### config.mk
export PLATFORM = sky130hd
export DESIGN_NAME = serial_rx8
export DESIGN_NICKNAME = d
export VERILOG_FILES = /design/src/rtl/serial_rx8_pkg.sv /design/src/rtl/serial_rx8_sync.sv /design/src/rtl/serial_rx8_frame.sv /design/src/rtl/serial_rx8_push.sv /design/src/rtl/serial_rx8_rts.sv /design/src/rtl/serial_rx8.sv
export SDC_FILE = /design/constraint.sdc
export NUM_CORES = 1
export LEC_CHECK = 0
export ABC_AREA = 1
export BUFFER_PORTS_ARGS = -buffer_cell sky130_fd_sc_hd__buf_4
export CAP_MARGIN = 20
export CORE_MARGIN = 2
export CORE_UTILIZATION = 51
export CTS_CLUSTER_DIAMETER = 30
export DETAILED_ROUTE_END_ITERATION = 12
export PLACE_DENSITY = 0.72
export SLEW_MARGIN = 20
export SYNTH_ARGS = -nofsm -noshare
export SYNTH_HDL_FRONTEND = slang
export SYNTH_SLANG_ARGS = --single-unit
### constraint.sdc
create_clock -name clk -period 3.3 [get_ports clk]
set_input_delay 0.165 -clock clk [delete_from_list [all_inputs] [get_ports clk]]
set_output_delay 0.165 -clock clk [all_outputs]
set_load 0.005 [all_outputs]
### src/rtl/serial_rx8_pkg.sv
package serial_rx8_pkg;

  localparam int DATA_W = 8;

  typedef enum logic [2:0] {
    ST_IDLE,
    ST_START,
    ST_DATA,
    ST_PAR,
    ST_STOP,
    ST_BRK
  } rx_state_e;

  localparam logic [2:0] PAR_ODD   = 3'd4;
  localparam logic [2:0] PAR_ONE   = 3'd5;
  localparam logic [2:0] PAR_EVEN  = 3'd6;
  localparam logic [2:0] PAR_ZERO  = 3'd7;

  typedef struct packed {
    logic [DATA_W-1:0] data;
    logic              err;
  } rx_char_t;

  // Parity bit a correct sender would place after the given data.
  function automatic logic want_par(input logic [DATA_W-1:0] d, input logic [2:0] mode);
    case (mode)
      PAR_ODD:  want_par = ~(^d);
      PAR_EVEN: want_par = ^d;
      PAR_ONE:  want_par = 1'b1;
      default:  want_par = 1'b0;
    endcase
  endfunction

endpackage

### src/rtl/serial_rx8_sync.sv
module serial_rx8_sync #(
  parameter int STAGES = 2
) (
  input  logic clk,
  input  logic rst,
  input  logic d,
  output logic q
);
  logic [STAGES-1:0] chain;

  generate
    if (STAGES == 1) begin : g_one
      always_ff @(posedge clk) begin
        if (rst) chain <= '1;
        else     chain <= d;
      end
    end else begin : g_many
      always_ff @(posedge clk) begin
        if (rst) chain <= '1;
        else     chain <= {chain[STAGES-2:0], d};
      end
    end
  endgenerate

  assign q = chain[STAGES-1];
endmodule

### src/rtl/serial_rx8_frame.sv
module serial_rx8_frame
  import serial_rx8_pkg::*;
#(
  parameter int OVERSAMPLE = 8
) (
  input  logic     clk,
  input  logic     rst,
  input  logic     tick,
  input  logic     rx,
  input  logic [1:0] cfg_len,
  input  logic [2:0] cfg_par,
  output logic     done,
  output rx_char_t ch
);
  localparam int CW = $clog2(OVERSAMPLE);
  localparam int BW = $clog2(DATA_W);
  localparam logic [CW-1:0] MID  = CW'(OVERSAMPLE / 2 - 1);
  localparam logic [CW-1:0] LAST = CW'(OVERSAMPLE - 1);

  rx_state_e         st;
  logic [CW-1:0]     tcnt;
  logic [BW-1:0]     bidx;
  logic [DATA_W-1:0] shreg;
  logic              par_bad;
  logic [BW-1:0]     last_bit;
  logic              at_mid, at_end;

  assign last_bit = BW'(4) + BW'(cfg_len);
  assign at_mid   = tick && (tcnt == MID);
  assign at_end   = tick && (tcnt == LAST);

  always_ff @(posedge clk) begin
    if (rst) begin
      st      <= ST_IDLE;
      tcnt    <= '0;
      bidx    <= '0;
      shreg   <= '0;
      par_bad <= 1'b0;
      done    <= 1'b0;
      ch      <= '0;
    end else begin
      done <= 1'b0;
      if (tick) tcnt <= tcnt + 1'b1;
      case (st)
        ST_IDLE: begin
          if (tick && !rx) begin
            st   <= ST_START;
            tcnt <= '0;
          end
        end
        ST_START: begin
          if (at_mid) begin
            if (!rx) begin
              st      <= ST_DATA;
              tcnt    <= '0;
              bidx    <= '0;
              shreg   <= '0;
              par_bad <= 1'b0;
            end else begin
              st <= ST_IDLE;
            end
          end
        end
        ST_DATA: begin
          if (at_end) begin
            shreg[bidx] <= rx;
            if (bidx == last_bit) st <= cfg_par[2] ? ST_PAR : ST_STOP;
            else                  bidx <= bidx + 1'b1;
          end
        end
        ST_PAR: begin
          if (at_end) begin
            par_bad <= (rx != want_par(shreg, cfg_par));
            st      <= ST_STOP;
          end
        end
        ST_STOP: begin
          if (at_end) begin
            done    <= 1'b1;
            ch.data <= shreg;
            ch.err  <= par_bad | ~rx;
            st      <= (!rx && shreg == '0) ? ST_BRK : ST_IDLE;
          end
        end
        ST_BRK: begin
          if (rx) st <= ST_IDLE;
        end
        default: st <= ST_IDLE;
      endcase
    end
  end
endmodule

### src/rtl/serial_rx8_push.sv
module serial_rx8_push
  import serial_rx8_pkg::*;
(
  input  logic              clk,
  input  logic              rst,
  input  logic              done,
  input  rx_char_t          ch,
  input  logic              fifo_full,
  output logic              push_valid,
  output logic [DATA_W-1:0] push_data,
  output logic              push_err,
  output logic              overrun
);
  always_ff @(posedge clk) begin
    if (rst) begin
      push_valid <= 1'b0;
      push_data  <= '0;
      push_err   <= 1'b0;
      overrun    <= 1'b0;
    end else begin
      push_valid <= done & ~fifo_full;
      overrun    <= done &  fifo_full;
      if (done) begin
        push_data <= ch.data;
        push_err  <= ch.err;
      end
    end
  end
endmodule

### src/rtl/serial_rx8_rts.sv
module serial_rx8_rts #(
  parameter int RW     = 5,
  parameter int MARGIN = 2
) (
  input  logic          clk,
  input  logic          rst,
  input  logic          flow_en,
  input  logic [RW-1:0] fifo_room,
  output logic          rts
);
  localparam logic [RW-1:0] LIMIT = RW'(MARGIN);

  always_ff @(posedge clk) begin
    if (rst) rts <= 1'b1;
    else     rts <= !flow_en || (fifo_room > LIMIT);
  end
endmodule

### src/rtl/serial_rx8.sv
module serial_rx8
  import serial_rx8_pkg::*;
#(
  parameter int OVERSAMPLE = 8,
  parameter int SYNC_STAGES = 2,
  parameter int FIFO_DEPTH = 16,
  parameter int RTS_MARGIN = 2,
  parameter int RW = $clog2(FIFO_DEPTH + 1)
) (
  input  logic          clk,
  input  logic          rst,
  input  logic          os_tick,
  input  logic          rx_in,
  input  logic [1:0]    cfg_len,
  input  logic [2:0]    cfg_par,
  input  logic          flow_en,
  input  logic          fifo_full,
  input  logic [RW-1:0] fifo_room,
  output logic          push_valid,
  output logic [7:0]    push_data,
  output logic          push_err,
  output logic          overrun,
  output logic          rts
);
  logic     rx_s;
  logic     frm_done;
  rx_char_t frm_ch;

  serial_rx8_sync #(.STAGES(SYNC_STAGES)) u_sync (
    .clk (clk), .rst (rst), .d (rx_in), .q (rx_s)
  );

  serial_rx8_frame #(.OVERSAMPLE(OVERSAMPLE)) u_frame (
    .clk (clk), .rst (rst), .tick (os_tick), .rx (rx_s),
    .cfg_len (cfg_len), .cfg_par (cfg_par),
    .done (frm_done), .ch (frm_ch)
  );

  serial_rx8_push u_push (
    .clk (clk), .rst (rst), .done (frm_done), .ch (frm_ch),
    .fifo_full (fifo_full), .push_valid (push_valid),
    .push_data (push_data), .push_err (push_err), .overrun (overrun)
  );

  serial_rx8_rts #(.RW(RW), .MARGIN(RTS_MARGIN)) u_rts (
    .clk (clk), .rst (rst), .flow_en (flow_en),
    .fifo_room (fifo_room), .rts (rts)
  );
endmodule

Yosys cells after proc, flatten, opt, wreduce, memory -nomap -nowiden --
Cells that the tools add are included.
Word-level totals: register bits after elaboration 42, logic and storage cells 104
Cells by class: add/subtract/negate cells 3, magnitude comparators 3, equality and inequality tests 21, mux-type cells 37, bitwise operators 7, reductions and logical operators 19
Operator list (count):
- 3-bit two-way mux | 17
- 8-bit two-way mux | 3
- 3-bit == test, second input constant | 6
- 3-bit case mux with 6 select lines | 1
- 8-bit case mux with 2 select lines | 1
- 2-bit by 1-bit != test with 1-bit output, second input constant | 6
- 3-bit case mux with 2 select lines | 2
- 3-bit by 2-bit == test with 1-bit output, second input constant | 3
- 8-bit bitwise mux | 1
- 8-bit logical NOT | 1
- 1-bit two-way mux | 8
- 4-bit AND reduction | 2
- 8-bit parity | 1
- 7-bit AND reduction | 1
- 3-bit by 1-bit adder with 3-bit output, second input constant | 2
- 2-bit != test, second input constant | 3
- 5-bit by 2-bit greater-than comparator with 1-bit output, second input constant | 1
- 1-bit logical AND | 5
- 5-bit AND reduction | 1
- 3-bit by 4-bit less-than comparator with 1-bit output, second input constant | 1
- 1-bit NOT | 4
- 2-bit nonzero test | 2
- 3-bit by 2-bit adder with 3-bit output, first input constant | 1
- 1-bit demux with 3-bit select | 1
- 14 further kinds | 16

Logic depth before layout (Yosys ltp) --
depth after elaboration 9, mapped depth 12

Modules after synthesis --
From an unflattened synthesis, not the netlist that was laid out.
Unflattened totals: cells, all modules 316, area, all modules 2157.1 um^2
By module, submodules not included:
- serial_rx8_frame | times used 1, cells an instance 237, area each 1614.0 um^2, seq. area each 560.5 um^2
- serial_rx8_push | times used 1, cells an instance 63, area each 432.9 um^2, seq. area each 220.2 um^2
- serial_rx8_sync | times used 1, cells an instance 7, area each 58.8 um^2, seq. area each 40.0 um^2
- serial_rx8_rts | times used 1, cells an instance 9, area each 51.3 um^2, seq. area each 20.0 um^2

Worst setup path before layout --
OpenSTA, ideal clock, no wires.
path kind reg2reg, from register u_frame.tcnt[0], to register u_frame.ch[8] (netlist name), library setup time 0.071 ns, arrival time 1.384 ns, required time 3.229 ns, path slack 1.845 ns, cell stages (with the launch flop) 10, cells stage by stage dfxtp_1 ha_1 ha_1 nand2_1 inv_1 buf_2 nand2_1 buf_2 nand2_1 a21oi_1
On the way: cells in the longest elaborated chain, start to end 3
Ends and longest elaborated chain:
- start, declared | RTL line serial_rx8_frame.sv:21 | logic [CW-1:0] tcnt;
- start signal, assigned | RTL line serial_rx8_frame.sv:43 | if (tick) tcnt <= tcnt + 1'b1;
- 3-bit == test | RTL line serial_rx8_frame.sv:30 | assign at_end = tick && (tcnt == LAST);
- 1-bit logical AND | RTL line serial_rx8_frame.sv:30
- 2-bit AND reduction (no line)
Every way passes these cells. A chain may end at the register's enable or synchronous reset.

Worst setup path after layout --
from register u_frame.tcnt[0], to register u_frame.st[1]
On the way: cells in the longest elaborated chain, start to end 4, elaborated cells on any way between the ends 9, classes of those cells eq/ne: 6; reduce/logical: 3
Ends and longest elaborated chain:
- 3-bit == test / 3-bit by 2-bit == test with 1-bit output (equally long branches) | RTL line serial_rx8_frame.sv:30, serial_rx8_frame.sv:29
- 1-bit logical AND (on tied branches) | RTL line serial_rx8_frame.sv:30, serial_rx8_frame.sv:29
- 2-bit by 1-bit != test with 1-bit output (no line)
- 7-bit AND reduction (no line) (*)
- end signal, assigned | RTL line serial_rx8_frame.sv:67 | if (bidx == last_bit) st <= cfg_par[2] ? ST_PAR : ST_STOP;
- end signal, assigned | RTL line serial_rx8_frame.sv:82 | st <= (!rx && shreg == '0) ? ST_BRK : ST_IDLE;
- end, declared | RTL line serial_rx8_frame.sv:20 | rx_state_e st;
Mark *: on every way between the ends. The rest lies on a longest branch, timed or not.

==> flow_summary.html <==
<table>
<tr><th>Metric</th><th>Value</th></tr>
<tr><th colspan="2">Setup path</th></tr>
<tr><td>Data required time at the worst endpoint</td><td>3.48 ns</td></tr>
<tr><td>Startpoint kind of the worst setup timing path</td><td>register</td></tr>
<tr><td>Length in cells of the worst reg-to-reg path</td><td>9</td></tr>
<tr><td>Slack of the worst reg-to-reg path</td><td>1.59 ns</td></tr>
<tr><td>Data arrival time of the worst path</td><td>1.90 ns</td></tr>
<tr><td>Highest net fanout along the worst path</td><td>11</td></tr>
<tr><td>Critical register-to-register path startpoint</td><td>u_frame.tcnt[0]</td></tr>
<tr><td>Worst setup EP type</td><td>register</td></tr>
<tr><td>Critical R2R Capture</td><td>u_frame.st[1]</td></tr>
<tr><td>Critical path start-end classification</td><td>register to register</td></tr>
<tr><th colspan="2">Hold path</th></tr>
<tr><td>Hold Path Origin</td><td>fifo_full</td></tr>
<tr><td>Worst min path class</td><td>input port to register</td></tr>
<tr><td>Sink of the worst hold path</td><td>u_push.push_valid</td></tr>
<tr><td>Min-Delay Path Depth</td><td>2</td></tr>
<tr><th colspan="2">Finish</th></tr>
<tr><td>Proportion of layout cells with a drive suffix above 1</td><td>16.4%</td></tr>
<tr><td>Signed area change from the synthesized netlist to the final layout</td><td>14.5%</td></tr>
<tr><td>Area of all placed cells without fillers</td><td>0.00236 sq mm</td></tr>
<tr><td># nets final</td><td>334</td></tr>
<tr><td>Count of antenna diodes in the layout</td><td>0</td></tr>
<tr><td>Register Area</td><td>841 sq um</td></tr>
<tr><td>Fill cell instance count of the final layout</td><td>374</td></tr>
<tr><td>Area of the multi-input gates</td><td>0.00104 sq mm</td></tr>
<tr><th colspan="2">Placed design</th></tr>
<tr><td>Instance area at placement</td><td>0.00227 sq mm</td></tr>
<tr><td>Final GP Congestion</td><td>0.869</td></tr>
<tr><td>HPWL after detailed placement</td><td>3.06 mm</td></tr>
<tr><td>Port Buf Inserts</td><td>27</td></tr>
<tr><th colspan="2">Global routing</th></tr>
<tr><td>GR Util All Layers</td><td>20.2%</td></tr>
<tr><td>First-pass GRT wire length</td><td>7.00 mm</td></tr>
<tr><td>Overall overflow remaining after global route</td><td>0</td></tr>
<tr><td>Initial antenna violation count</td><td>0</td></tr>
<tr><td>Largest net degree at the start of global routing</td><td>25</td></tr>
<tr><td>Vias in the first global route</td><td>1633</td></tr>
<tr><th colspan="2">Clock network</th></tr>
<tr><td>Root buf cell</td><td>sky130_fd_sc_hd__clkbuf_8</td></tr>
<tr><td>Clock latency of the later-clocked register in the worst-skew pair</td><td>0.29 ns</td></tr>
<tr><td>Clock sink count</td><td>42</td></tr>
<tr><td>Number of buffers created by CTS</td><td>5</td></tr>
<tr><td>Clock tree from TritonCTS</td><td>built</td></tr>
<tr><td>Hold-fix buffers at CTS</td><td>0</td></tr>
<tr><td>Number of levels the H-tree was split into</td><td>2</td></tr>
<tr><td>Post-cts sizing count</td><td>0</td></tr>
<tr><td>Post-CTS setup buffers</td><td>0</td></tr>
<tr><td>CTS clock-pin slew for the worst setup and hold paths</td><td>0.08 ns</td></tr>
<tr><td>Buffers from clock root to sink, at most</td><td>2</td></tr>
<tr><th colspan="2">Timing</th></tr>
<tr><td>Achievable Freq</td><td>584 MHz</td></tr>
<tr><td>Post-Route Skew</td><td>0.00341 ns</td></tr>
<tr><td>Final Max Tran Viols</td><td>0</td></tr>
<tr><td>Slew at the pin closest to its max-slew limit</td><td>0.411 ns</td></tr>
<tr><td>Final critical-path share of the clock period</td><td>51.9%</td></tr>
<tr><td>RSZ-0062 raised after global routing</td><td>false</td></tr>
<tr><td>Setup Viol. Count Final</td><td>0</td></tr>
<tr><td>Endpoints failing hold</td><td>0</td></tr>
<tr><td>Total Negative Setup Slacks</td><td>0 ns</td></tr>
<tr><td>Fin crit period</td><td>1.71 ns</td></tr>
<tr><td>Worst slew margin relative to its limit</td><td>72.4%</td></tr>
<tr><th colspan="2">Status</th></tr>
<tr><td>Result of the run</td><td>completed</td></tr>
<tr><th colspan="2">Floorplanning</th></tr>
<tr><td>Cell Rows</td><td>23</td></tr>
<tr><td>Die Wd</td><td>67.6 um</td></tr>
<tr><td>Vert. Die Dim</td><td>67.6 um</td></tr>
<tr><td>Top Ports</td><td>28</td></tr>
<tr><td>Placeable core region</td><td>0.00394 sq mm</td></tr>
<tr><td>Initial core utilization</td><td>52.3%</td></tr>
<tr><td>Area of the die</td><td>0.00457 sq mm</td></tr>
<tr><th colspan="2">Yosys</th></tr>
<tr><td>Largest cells by area after synthesis</td><td>sky130_fd_sc_hd__dfxtp_1 41%, sky130_fd_sc_hd__nand2_1 11%, sky130_fd_sc_hd__nor2_1 5.8%, sky130_fd_sc_hd__a21oi_1 5.6%, sky130_fd_sc_hd__inv_1 4.9%</td></tr>
<tr><td>Most frequently used flop master after synthesis</td><td>sky130_fd_sc_hd__dfxtp_1</td></tr>
<tr><td>Synth cell types</td><td>32</td></tr>
<tr><td>Number of synthesized register bits</td><td>42</td></tr>
<tr><td>Netlist Area Pre-Place</td><td>0.00206 sq mm</td></tr>
<tr><td>Share of flip-flops with an asynchronous set or reset after synthesis</td><td>0%</td></tr>
<tr><td>Commonest cells in the netlist</td><td>58 x sky130_fd_sc_hd__nand2_1, 42 x sky130_fd_sc_hd__dfxtp_1, 32 x sky130_fd_sc_hd__nor2_1</td></tr>
<tr><td>Synth top area share</td><td>40.8%</td></tr>
<tr><td>Net count after synthesis</td><td>310</td></tr>
<tr><td>Yosys synthesis warning count</td><td>0</td></tr>
<tr><td>Mean instance size in the synthesized netlist</td><td>7.21 sq um</td></tr>
<tr><td>Synthesized netlist cell count</td><td>286</td></tr>
<tr><td>Cell type with the largest total area after synthesis</td><td>sky130_fd_sc_hd__dfxtp_1</td></tr>
<tr><td>Sequential fraction of the synthesis area</td><td>40.8%</td></tr>
<tr><td>Top-count cell post-synth</td><td>sky130_fd_sc_hd__nand2_1</td></tr>
<tr><td>Count of flip-flops with a built-in enable after synthesis</td><td>0</td></tr>
<tr><th colspan="2">Detailed routing</th></tr>
<tr><td>Post-DRT Antenna Nets</td><td>0</td></tr>
<tr><td>Drc violations</td><td>0</td></tr>
<tr><td>WL/cell</td><td>11.5 um</td></tr>
<tr><td>DR vias</td><td>1835</td></tr>
<tr><td>DRT Pass-1 Iters</td><td>4</td></tr>
<tr><td>First DRT Iteration DRCs</td><td>126</td></tr>
<tr><td>Total wire length after detailed routing</td><td>4.17 mm</td></tr>
<tr><td>Number of vias per cell after detailed routing</td><td>5.08</td></tr>
<tr><th colspan="2">Pwr</th></tr>
<tr><td>Pwr Density</td><td>533 mW/mm^2</td></tr>
<tr><td>Post-layout total power</td><td>0.00126 W</td></tr>
<tr><td>LEAKAGE</td><td>1.01 nW</td></tr>
<tr><td>Largest voltage drop on the vdd net</td><td>351 uV</td></tr>
<tr><th colspan="2">Job</th></tr>
<tr><td>Max-capacitance violation count</td><td>0</td></tr>
</table>
[routing by layer]
metal | vias up | GRT usage [%] | routed length (um)
met4 | 0 | 6.12 | 41
li1 | 985 | - | -
met2 | 27 | 32.4 | 1950
met3 | 5 | 5.00 | 207
met5 | - | 0 | 0
met1 | 818 | 26.7 | 1970
[where the power goes]
| part | switching, W | total (W) | internal (W) |
|---|---|---|---|
| sequential | 0.0000397 | 0.000580 | 0.000541 |
| combinational | 0.000223 | 0.000352 | 0.000129 |
| clock | 0.000175 | 0.000324 | 0.000149 |
| total | 0.000438 | 0.00126 | 0.000819 |
[flip-flops by register name (all words and copies together) (netlist names), 2 cells and up]
signal and cells:
u_frame.shreg 8, u_push.push_data 8, u_frame.st 3, u_frame.ch 9, u_frame.tcnt 3, u_sync.chain 2, u_frame.bidx 3
[worst max-delay path, cell delays in order, from the launching register on]
cell,delay (ns)
sky130_fd_sc_hd__dfxtp_1,0.35
sky130_fd_sc_hd__ha_1,0.19
sky130_fd_sc_hd__ha_1,0.15
sky130_fd_sc_hd__nand2_1,0.09
sky130_fd_sc_hd__inv_1,0.25
sky130_fd_sc_hd__a21oi_1,0.07
sky130_fd_sc_hd__nor2_1,0.14
sky130_fd_sc_hd__nand3b_2,0.14
sky130_fd_sc_hd__o21ai_1,0.16
sky130_fd_sc_hd__a21oi_1,0.06
[placed cells by master (no fill, tap or decap), drive strengths merged]
cell     instances
or2              2
nor3            15
xor2             1
a2111oi          1
clkbuf           6
o211ai           1
nand3b           2
inv             32
nand2           62
ha               8
a211oi           1
clkinv           3
nand4            3
nand3           17
o21ai           29
xnor2            2
buf             27
nor2            32
a21oi           24
o31ai            1
dfxtp           42
[cells by family (layout without fill, tap and decap cells)]
family | after synthesis | count (layout) | share of synthesized area, %
buffers and inverters | 43 | 68 | 8.56
AOI/OAI and AO/OA | 57 | 57 | 15.1
and+or+nand+nor | 133 | 133 | 29.4
xor gates and xnor gates | 3 | 3 | 1.28
DFF | 42 | 42 | 40.8
adders and majority gates | 8 | 8 | 4.86
[per-stage QoR]
| stage | std cells | worst slack (ns) | hold WS (ns) | util (%) |
|---|---|---|---|---|
| floorplan | 286 | 1.85 | 0.242 | - |
| detailed placement | 353 | 1.59 | 0.342 | 57.7 |
| finish | 361 | 1.59 | 0.0318 | 59.9 |
| global placement | 353 | 1.68 | 0.340 | 57.7 |
| global route | 361 | 1.39 | 0.0402 | 59.9 |
| CTS | 361 | 1.58 | 0.0282 | 59.9 |
[final cells by class]
cell class | count | area share [%]
repair buffers | 27 | 8.59
clock inverters | 2 | 0.583
clock buffers | 6 | 3.08
inverters | 33 | 5.25
multi-input cells | 201 | 44.2
well taps | 50 | 2.65
flip-flops and latches | 42 | 35.6
[worst max path at each step]
stage / startpoint / to / slack (ns) / depth (start not counted)
2_1_floorplan: u_frame.tcnt[0] / u_frame.ch[8] / 1.85 / 9
3_3_place_gp: u_frame.tcnt[0] / u_frame.st[0] / 1.68 / 9
3_5_place_dp: u_frame.tcnt[0] / u_frame.st[1] / 1.59 / 9
4_1_cts: u_frame.tcnt[0] / u_frame.st[1] / 1.58 / 9
5_1_grt: u_frame.tcnt[0] / u_frame.ch[0] / 1.39 / 7
6_report: u_frame.tcnt[0] / u_frame.st[1] / 1.59 / 9
(Power assumes the default switching activity.)
